==> src/rtl/osd_window_timer.sv <==
module osd_window_timer #(
  parameter int HPOS_W   = 6,
  parameter int VPOS_W   = 6,
  parameter int HCNT_W   = 11,
  parameter int VCNT_W   = 10,
  parameter int HPOS_MIN = 10,
  parameter int H_OFS    = 5
) (
  input  logic              clk,
  input  logic              rst_n,
  input  logic              dot_en,
  input  logic              hsync_in,
  input  logic              vsync_in,
  input  logic              hsync_act_hi,
  input  logic              vsync_act_hi,
  input  logic [HPOS_W-1:0] hpos,
  input  logic [VPOS_W-1:0] vpos,
  output logic              h_active,
  output logic              h_first,
  output logic [HCNT_W-1:0] hx,
  output logic              v_active,
  output logic              v_first,
  output logic [VCNT_W-1:0] vy
);

  localparam logic [HCNT_W-1:0] HMAX = '1;
  localparam logic [VCNT_W-1:0] VMAX = '1;

  logic [1:0]        hs_sync, vs_sync;
  logic              hs_act, vs_act, hs_act_d, hs_rise;
  logic [HCNT_W-1:0] hcnt, hstart;
  logic [VCNT_W-1:0] vcnt, vstart;
  logic [HPOS_W-1:0] hpos_eff;

  always_ff @(posedge clk or negedge rst_n)
    if (!rst_n) begin
      hs_sync  <= '0;
      vs_sync  <= '0;
      hs_act_d <= 1'b0;
    end else begin
      hs_sync  <= {hs_sync[0], hsync_in};
      vs_sync  <= {vs_sync[0], vsync_in};
      hs_act_d <= hs_act;
    end

  assign hs_act  = hsync_act_hi ? hs_sync[1] : ~hs_sync[1];
  assign vs_act  = vsync_act_hi ? vs_sync[1] : ~vs_sync[1];
  assign hs_rise = hs_act & ~hs_act_d;

  assign hpos_eff = (hpos < HPOS_W'(HPOS_MIN)) ? HPOS_W'(HPOS_MIN) : hpos;
  assign hstart   = HCNT_W'({hpos_eff, 2'b00}) + HCNT_W'(H_OFS);
  assign vstart   = VCNT_W'({vpos, 2'b00});

  always_ff @(posedge clk or negedge rst_n)
    if (!rst_n)
      hcnt <= '0;
    else if (!hs_act)
      hcnt <= '0;
    else if (dot_en && hcnt != HMAX)
      hcnt <= hcnt + 1'b1;

  always_ff @(posedge clk or negedge rst_n)
    if (!rst_n)
      vcnt <= '0;
    else if (vs_act)
      vcnt <= '0;
    else if (hs_rise && vcnt != VMAX)
      vcnt <= vcnt + 1'b1;

  assign h_active = rst_n && hs_act && (hcnt >= hstart);
  assign h_first  = h_active && (hcnt == hstart);
  assign hx       = h_active ? hcnt - hstart : '0;
  assign v_active = rst_n && !vs_act && (vcnt >= vstart);
  assign v_first  = v_active && (vcnt == vstart);
  assign vy       = v_active ? vcnt - vstart : '0;

  p_hstep_r2: assert property (@(posedge clk) disable iff (!rst_n)
    (hs_act && dot_en && hcnt != HMAX) |=> (hcnt == $past(hcnt) + 1'b1))
    else $error("hcnt did not step");
  p_hreset_r5: assert property (@(posedge clk) disable iff (!rst_n)
    !hs_act |=> (hcnt == '0))
    else $error("hcnt not cleared");
  p_hhold_r9: assert property (@(posedge clk) disable iff (!rst_n)
    (hs_act && !dot_en) |=> $stable(hcnt))
    else $error("hcnt moved without enable");
  p_hsat_r10: assert property (@(posedge clk) disable iff (!rst_n)
    (hs_act && hcnt == HMAX) |=> (hcnt == HMAX))
    else $error("hcnt wrapped");
  p_hmin_r4: assert property (@(posedge clk) disable iff (!rst_n)
    h_active |-> (hcnt >= HCNT_W'(4 * HPOS_MIN + H_OFS)))
    else $error("window before minimum start");
  p_vreset_r8: assert property (@(posedge clk) disable iff (!rst_n)
    vs_act |=> (vcnt == '0))
    else $error("vcnt not cleared");
  p_vhold_r7: assert property (@(posedge clk) disable iff (!rst_n)
    (!vs_act && !hs_rise) |=> $stable(vcnt))
    else $error("vcnt moved without line");
  p_vsat_r10: assert property (@(posedge clk) disable iff (!rst_n)
    (!vs_act && vcnt == VMAX) |=> (vcnt == VMAX))
    else $error("vcnt wrapped");

endmodule

==> config.mk <==
export PLATFORM = sky130hd
export DESIGN_NAME = osd_window_timer
export DESIGN_NICKNAME = d
export VERILOG_FILES = /design/src/rtl/osd_window_timer.sv
export SDC_FILE = /design/constraint.sdc
export NUM_CORES = 1
export LEC_CHECK = 0
export BUFFER_PORTS_ARGS = -buffer_cell sky130_fd_sc_hd__clkbuf_2
export CAP_MARGIN = 20
export CORE_MARGIN = 5
export CORE_UTILIZATION = 35
export CTS_BUF_LIST = sky130_fd_sc_hd__clkbuf_4
export CTS_CLUSTER_SIZE = 14
export DETAILED_ROUTE_END_ITERATION = 16
export GPL_TIMING_DRIVEN = 0
export SYNTH_ARGS = -nofsm -noshare
export SYNTH_HDL_FRONTEND = slang
export SYNTH_SLANG_ARGS = --single-unit
==> constraint.sdc <==
create_clock -name clk -period 4.1 [get_ports clk]
set_clock_uncertainty 0.2 [all_clocks]
set_input_delay 0.615 -clock clk [delete_from_list [all_inputs] [get_ports clk]]
set_output_delay 0.615 -clock clk [all_outputs]
set_load 0.05 [all_outputs]
==> results of run 1 <==
[metal layers]
layer  vias up  GRT usage
li1       1065          -
met1       949      0.155
met2        32      0.214
met3         2     0.0292
met4         0     0.0112
met5         -          0
[flip-flops by register name, indices dropped and copies added (netlist names)]
register / flops
hs_act_d: 1
vs_sync: 2
hs_sync: 2
hcnt: 11
vcnt: 10
[path summary, 6_finish.rpt]
check,from,end,slack (ps),cells after the start
min reg2reg,hs_sync[0]$_DFF_PN0_,hs_sync[1]$_DFF_PN0_,170,0
min in group clk,hs_sync[0]$_DFF_PN0_,hs_sync[1]$_DFF_PN0_,170,0
min,rst_n,vcnt[3]$_DFFE_PN0P_,120,1
max reg2reg,hcnt[0]$_DFFE_PN0P_,hcnt[9]$_DFFE_PN0P_,2170,7
max,hpos[3],h_active,110,13
max in group asynchronous,rst_n,vs_sync[1]$_DFF_PN0_,3140,1
[timing repair]
action,CTS,global route
resized for setup,9,20
endpoints found under the setup margin,9,9
pin swaps,0,2
buffers inserted,0,1
[through the flow]
step                      area, um^2  instances  setup TNS, ps   util  setup slack, ps
after CTS                       2640        399              0  0.418             32.2
after floorplan                 2280        275              0      -             61.5
final                           2680        400              0  0.425              108
after detailed placement        2590        395           -658  0.411            -97.2
after global placement          2590        395          -83.2  0.411            -32.0
after global routing            2680        400           -122  0.425            -20.1
[worst reg2reg max path, stage by stage, from the launching register on]
cell and delay (ps):
dfrtp_1 460, ha_1 250, nand2_1 140, o41ai_2 90, buf_4 170, nor4_1 300
xnor2_1 160, nor2_1 50
[final cells by class]
| cell class | instances | area [um^2] |
|---|---|---|
| multi-input cells | 221 | 1520 |
| clock inverters | 1 | 3.75 |
| clock buffers | 3 | 22.5 |
| repair buffers | 44 | 268 |
| fillers | 676 | 3630 |
| well taps | 77 | 96.3 |
| flip-flops and latches | 26 | 651 |
| plain buffers | 8 | 48.8 |
| inverters | 20 | 75.1 |
[cell families (layout without fill, tap and decap cells)]
kind of cell / Yosys count / in the layout
adders and majority gates: 20 / 20
and+or+nand+nor: 114 / 114
AOI/OAI and AO/OA: 55 / 55
buffers and inverters: 28 / 76
xor gates and xnor gates: 29 / 29
muxes: 3 / 3
DFF: 26 / 26
[power groups by stage]
stage / logic [uW] / clock network, uW / registers (uW)
3_3_place_gp: 128 / 0 / 279
3_5_place_dp: 130 / 0 / 279
2_1_floorplan: 92.5 / 0 / 277
4_1_cts: 131 / 118 / 274
5_1_grt: 150 / 126 / 276
6_report: 132 / 111 / 274
[cell usage in the layout (no fill, tap or decap), types with 2 or more instances in the layout]
| master | synthesis | final |
|---|---|---|
| and3_1 | 4 | 4 |
| nand2_1 | 14 | 14 |
| a211oi_1 | 2 | 2 |
| nor3_1 | 8 | 8 |
| xnor2_1 | 13 | 13 |
| nor2_2 | 4 | 5 |
| nand2b_1 | 2 | 2 |
| a21o_1 | 3 | 3 |
| mux2i_1 | 2 | 2 |
| o21a_1 | 7 | 7 |
| a21oi_2 | 3 | 3 |
| and2_1 | 2 | 2 |
| nor2b_1 | 2 | 2 |
| nor4_1 | 4 | 3 |
| a21oi_1 | 10 | 10 |
| clkbuf_2 | 0 | 34 |
| clkbuf_1 | 2 | 2 |
| o21ai_0 | 10 | 10 |
| xor2_1 | 16 | 16 |
| ha_1 | 19 | 18 |
| dfrtp_1 | 26 | 26 |
| buf_6 | 1 | 7 |
| nand4_1 | 5 | 5 |
| buf_4 | 1 | 4 |
| and4_1 | 3 | 3 |
| inv_1 | 20 | 20 |
| clkbuf_4 | 0 | 5 |
| buf_2 | 4 | 3 |
| a31oi_1 | 3 | 3 |
| or3_1 | 4 | 3 |
| nor2_1 | 45 | 44 |
| nand3_1 | 15 | 15 |
==> results.sh, run 1 <==
export IMPL_cts_path_max_buffers=2
export IMPL_synth_distinct_cells=50
export IMPL_p_seq_frac=0.530
export IMPL_clk_pin_slew_ps=140
export IMPL_numPortBuffers=43
export IMPL_cts_hold_buf=0
export IMPL_placementRows=29
export IMPL_worst_pin_slew_ps=710
export IMPL_dpl_hpwl_um=3920
export IMPL_grt_max_degree=29
export IMPL_power_density_nw_per_um2=193
export IMPL_crit_family="compound AO/OA/AOI/OAI gates"
export IMPL_start_kind="primary input"
export IMPL_drt_iter0_markers=65
export IMPL_synth_compound_area_share=0.179
export IMPL_yosys_cell_count_top_type="nor2_1"
export IMPL_ys_top_cells_by_count="nor2_1, dfrtp_1, inv_1"
export IMPL_wl_met2_um=2430
export IMPL_crit_path_top_delay_cell="ha_1"
export IMPL_overflow=0
export IMPL_synth_fa_ha_area_frac=0.114
export IMPL_routabilityCongestion=0.847
export IMPL_synth_largest_area_cell="dfrtp_1"
export IMPL_grt_use_total=0.122
export IMPL_p_sw_frac=0.315
export IMPL_crit_buf_inv=4
export IMPL_antenna_cells=0
export IMPL_core_area_um2=6310
export IMPL_ir_worst_vdd_mv=0.191
export IMPL_synth_xor_area_frac=0.112
export IMPL_synth_cells=275
export IMPL_area_growth_syn_to_layout_pct=18.2
export IMPL_total_power_uw=517
export IMPL_syn_avg_cell_area_um2=8.25
export IMPL_rsz0062_at_grt="yes"
export IMPL_switchingPower_uw=163
export IMPL_wl_um=5020
export IMPL_yosys_top_cells_area="dfrtp_1, ha_1, nor2_1"
export IMPL_fmax_mhz=250
export IMPL_synth_enable_flop_cells=0
export IMPL_finalSetupViolCount=0
export IMPL_ant_nets=0
export IMPL_critPathMaxFanout=9
export IMPL_hold_class="in -> async"
export IMPL_hold_slack_ps=120
export IMPL_yosysWarnings=0
export IMPL_vias=2048
export IMPL_yosysTopAreaCellShare=0.287
export IMPL_slew_viol_final=0
export IMPL_ys_ff_latch=26
export IMPL_outcome="finished, final reports clean"
export IMPL_p_comb_frac=0.256
export IMPL_cts_sinks=26
export IMPL_cp_arrival_ps=3180
export IMPL_synth_simple_area_share=0.241
export IMPL_path_class="in -> out"
export IMPL_worstPathRequired_ps=3280
export IMPL_wl_per_cell_um=12.5
export IMPL_drive_above_1_share=0.223
export IMPL_min_period_ps=3990
export IMPL_syn_area_um2=2270
export IMPL_dr_pass1_iters=4
export IMPL_hold_viol=0
export IMPL_viasPerCell=5.12
export IMPL_initial_core_util=0.359
export IMPL_finalCritPeriodShare=0.974
export IMPL_leakage_uw=0.00128
export IMPL_final_nets=363
export IMPL_cts_buffers=3
export IMPL_synth_top_family_by_area="simple AND/OR/NAND/NOR gates"
export IMPL_grt_pass1_vias=1988
export IMPL_drc=0
export IMPL_drv_cap=0
export IMPL_slowest_delay_ps=420
export IMPL_p_clk_frac=0.214
export IMPL_top_level_ports=44
export IMPL_cts_tree="built"
export IMPL_p_int_uw=354
export IMPL_relSlewSlack=0.527
export IMPL_synth_seq_area_share=0.287
export IMPL_die_x_um=90.5
export IMPL_endpoint_kind="output pin"
export IMPL_synth_nets=314
export IMPL_synth_top_flop_cell="dfrtp_1"
export IMPL_cts_htree_levels=1
export IMPL_route_met3_wl_um=206
export IMPL_die_h_um=90.5
export IMPL_muxShareOfSynthArea=0.0138
export IMPL_wl_met1_um=2370
export IMPL_async_reset_ff_frac=1.00
export IMPL_path_cells="clkbuf_2 > o21ai_0 > a21boi_1 > ha_2 > nand3_1 > ha_1 > a2111oi_4 > o21ai_1 > o21ai_2 > o21a_1 > buf_6 > inv_1 > clkbuf_4"
export IMPL_clk_latency_ps=320
export IMPL_maxUsedRoutingLayer="met4"
export IMPL_die_area_um2=8200
export IMPL_grt_pass1_wl_um=8710
export IMPL_antenna_found_initial=0
export IMPL_cts_root_buf="clkbuf_4"
Power figures use the tool's default switching activity.
==> inputs of run 2 (changes only) <==
Settings changed: CAP_MARGIN 20 to default, CORE_UTILIZATION 35 to 40.
==> results.sh, run 2 (same netlist as run 1, synthesis figures left out) <==
export IMPL_die_area_um2=7280
export IMPL_slowest_delay_ps=370
export IMPL_final_cell_area_um2=2660
export IMPL_worstPathRequired_ps=3280
export IMPL_path_class="in -> out"
export IMPL_regMostFlops="hcnt"
export IMPL_cts_path_max_buffers=2
export IMPL_slew_viol_final=0
export IMPL_wl_um=5060
export IMPL_gr_usage_met3=0.0291
export IMPL_n_fill_cell=559
export IMPL_drt_iter0_markers=122
export IMPL_antenna_found_initial=0
export IMPL_hold_class="in -> async"
export IMPL_wl_per_cell_um=12.8
export IMPL_die_h_um=85.3
export IMPL_clk_pin_slew_ps=130
export IMPL_placementRows=27
export IMPL_vias=2061
export IMPL_power_density_nw_per_um2=193
export IMPL_fmax_mhz=253
export IMPL_core_area_um2=5510
export IMPL_cts_root_buf="clkbuf_4"
export IMPL_hold_viol=0
export IMPL_final_cell_mix="nor2_1, clkbuf_2, dfrtp_1"
export IMPL_grt_pass1_vias=1934
export IMPL_min_period_ps=3950
export IMPL_ir_worst_vdd_mv=0.186
export IMPL_gr_max_usage_layer="met2"
export IMPL_overflow=0
export IMPL_worst_pin_slew_ps=677
export IMPL_clk_latency_ps=310
export IMPL_grt_max_degree=29
export IMPL_die_x_um=85.3
export IMPL_relSlewSlack=0.549
export IMPL_cts_tree="built"
export IMPL_top_regs="hcnt: 11 flops, vcnt: 10 flops"
export IMPL_antenna_cells=0
export IMPL_outcome="finished, final reports clean"
export IMPL_final_common_cell="nor2_1"
export IMPL_total_power_uw=514
export IMPL_routabilityCongestion=0.808
export IMPL_leakage_uw=0.00127
export IMPL_start_kind="primary input"
export IMPL_crit_path_frequent_cell="clkbuf_4"
export IMPL_largest_reg_flops=11
export IMPL_drive_above_1_share=0.226
export IMPL_drv_cap=0
export IMPL_cts_hold_buf=0
export IMPL_met2_usage=0.242
export IMPL_cts_sinks=26
export IMPL_dpl_hpwl_um=4030
export IMPL_cp_arrival_ps=3130
export IMPL_numPortBuffers=43
export IMPL_initial_core_util=0.412
export IMPL_viasPerCell=5.22
export IMPL_grt_use_total=0.144
export IMPL_endpoint_kind="output pin"
export IMPL_grt_pass1_wl_um=8890
export IMPL_cts_htree_levels=1
export IMPL_crit_path_top_delay_cell="or3_1"
export IMPL_place_area_um2=2590
export IMPL_finalSetupViolCount=0
export IMPL_grt_use_met1=0.196
export IMPL_top_level_ports=44
export IMPL_drc=0
export IMPL_dr_pass1_iters=4
export IMPL_final_nets=363
export IMPL_path_cells="clkbuf_2 > o21ai_0 > a21boi_1 > ha_2 > nand3_1 > xor2_1 > ha_1 > clkbuf_4 > nand4_1 > or3_1 > o21a_1 > buf_6 > nor2_2 > clkbuf_4"
export IMPL_ant_nets=0
export IMPL_cts_buffers=3
export IMPL_finalCritPeriodShare=0.963
export IMPL_area_growth_syn_to_layout_pct=17.1
export IMPL_critPathMaxFanout=9
export IMPL_fin_util=0.483
[run 2: cell count changes in the layout (fill, tap and decap cells not counted), sizes merged]
| cell | change |
|---|---|
| buf | -3 |
| clkbuf | +3 |
[run 2: worst paths after layout]
| path | startpoint | end | slack (ps) | cells after the start |
|---|---|---|---|---|
| min | rst_n | hs_sync[0]$_DFF_PN0_ | 110 | 1 |
| max in group asynchronous | rst_n | vcnt[8]$_DFFE_PN0P_ | 3160 | 1 |
| min in group clk | hs_sync[0]$_DFF_PN0_ | hs_sync[1]$_DFF_PN0_ | 160 | 0 |
| max reg2reg | hcnt[0]$_DFFE_PN0P_ | hcnt[9]$_DFFE_PN0P_ | 2130 | 7 |
| min reg2reg | hs_sync[0]$_DFF_PN0_ | hs_sync[1]$_DFF_PN0_ | 160 | 0 |
| max | hpos[2] | hx[2] | 150 | 14 |
[run 2: timing repair]
item                                    4_1_cts  5_1_grt
endpoints found under the setup margin        8        9
endpoints found under the hold margin         0        0
pin swaps                                     0        1
gates cloned                                  0        0
resized for setup                             9       11
buffers inserted                              0        1
[run 2: metal layers]
metal  part of all wire  wire length [um]
met3              0.050               253
met5                  0                 0
met2               0.47              2380
met1               0.48              2410
met4             0.0034                17
[run 2: worst max-delay path: cells and delay by family]
kind            cells  cell delay (ps)
simple gates        4              710
buf+inv             4              680
fa+ha+maj           2              500
compound gates      3              470
xor+xnor            1              150
[run 2: power breakdown]
group / internal, uW / total [uW] / switching [uW] / leakage [uW]
clock network: 35.6 / 109 / 73.2 / 0.0000154
logic: 53.2 / 131 / 78.2 / 0.000908
registers: 265 / 274 / 8.99 / 0.000349
total: 354 / 514 / 160 / 0.00127
[run 2: stage by stage]
step / TNS, ps / worst slack (ps) / hold WS (ps) / std cells
after floorplan: 0 / 61.5 / 119 / 275
after global placement: -211 / -59.5 / 134 / 390
after detailed placement: -153 / -41.6 / 137 / 390
after CTS: 0 / 77.6 / 121 / 394
after global routing: -8.89 / -3.67 / 150 / 395
final: 0 / 152 / 110 / 395
[run 2: cell type report]
cell class                 instances  area (um^2)  share of cell area
buffer                             8         48.8              0.0184
sequential                        26          651               0.245
clock inverter                     1         3.75             0.00141
multi-input combinational        221         1520               0.572
timing repair buffer              44          246              0.0927
tap                               72         90.1              0.0339
inverter                          20         75.1              0.0282
clock buffer                       3         22.5             0.00847
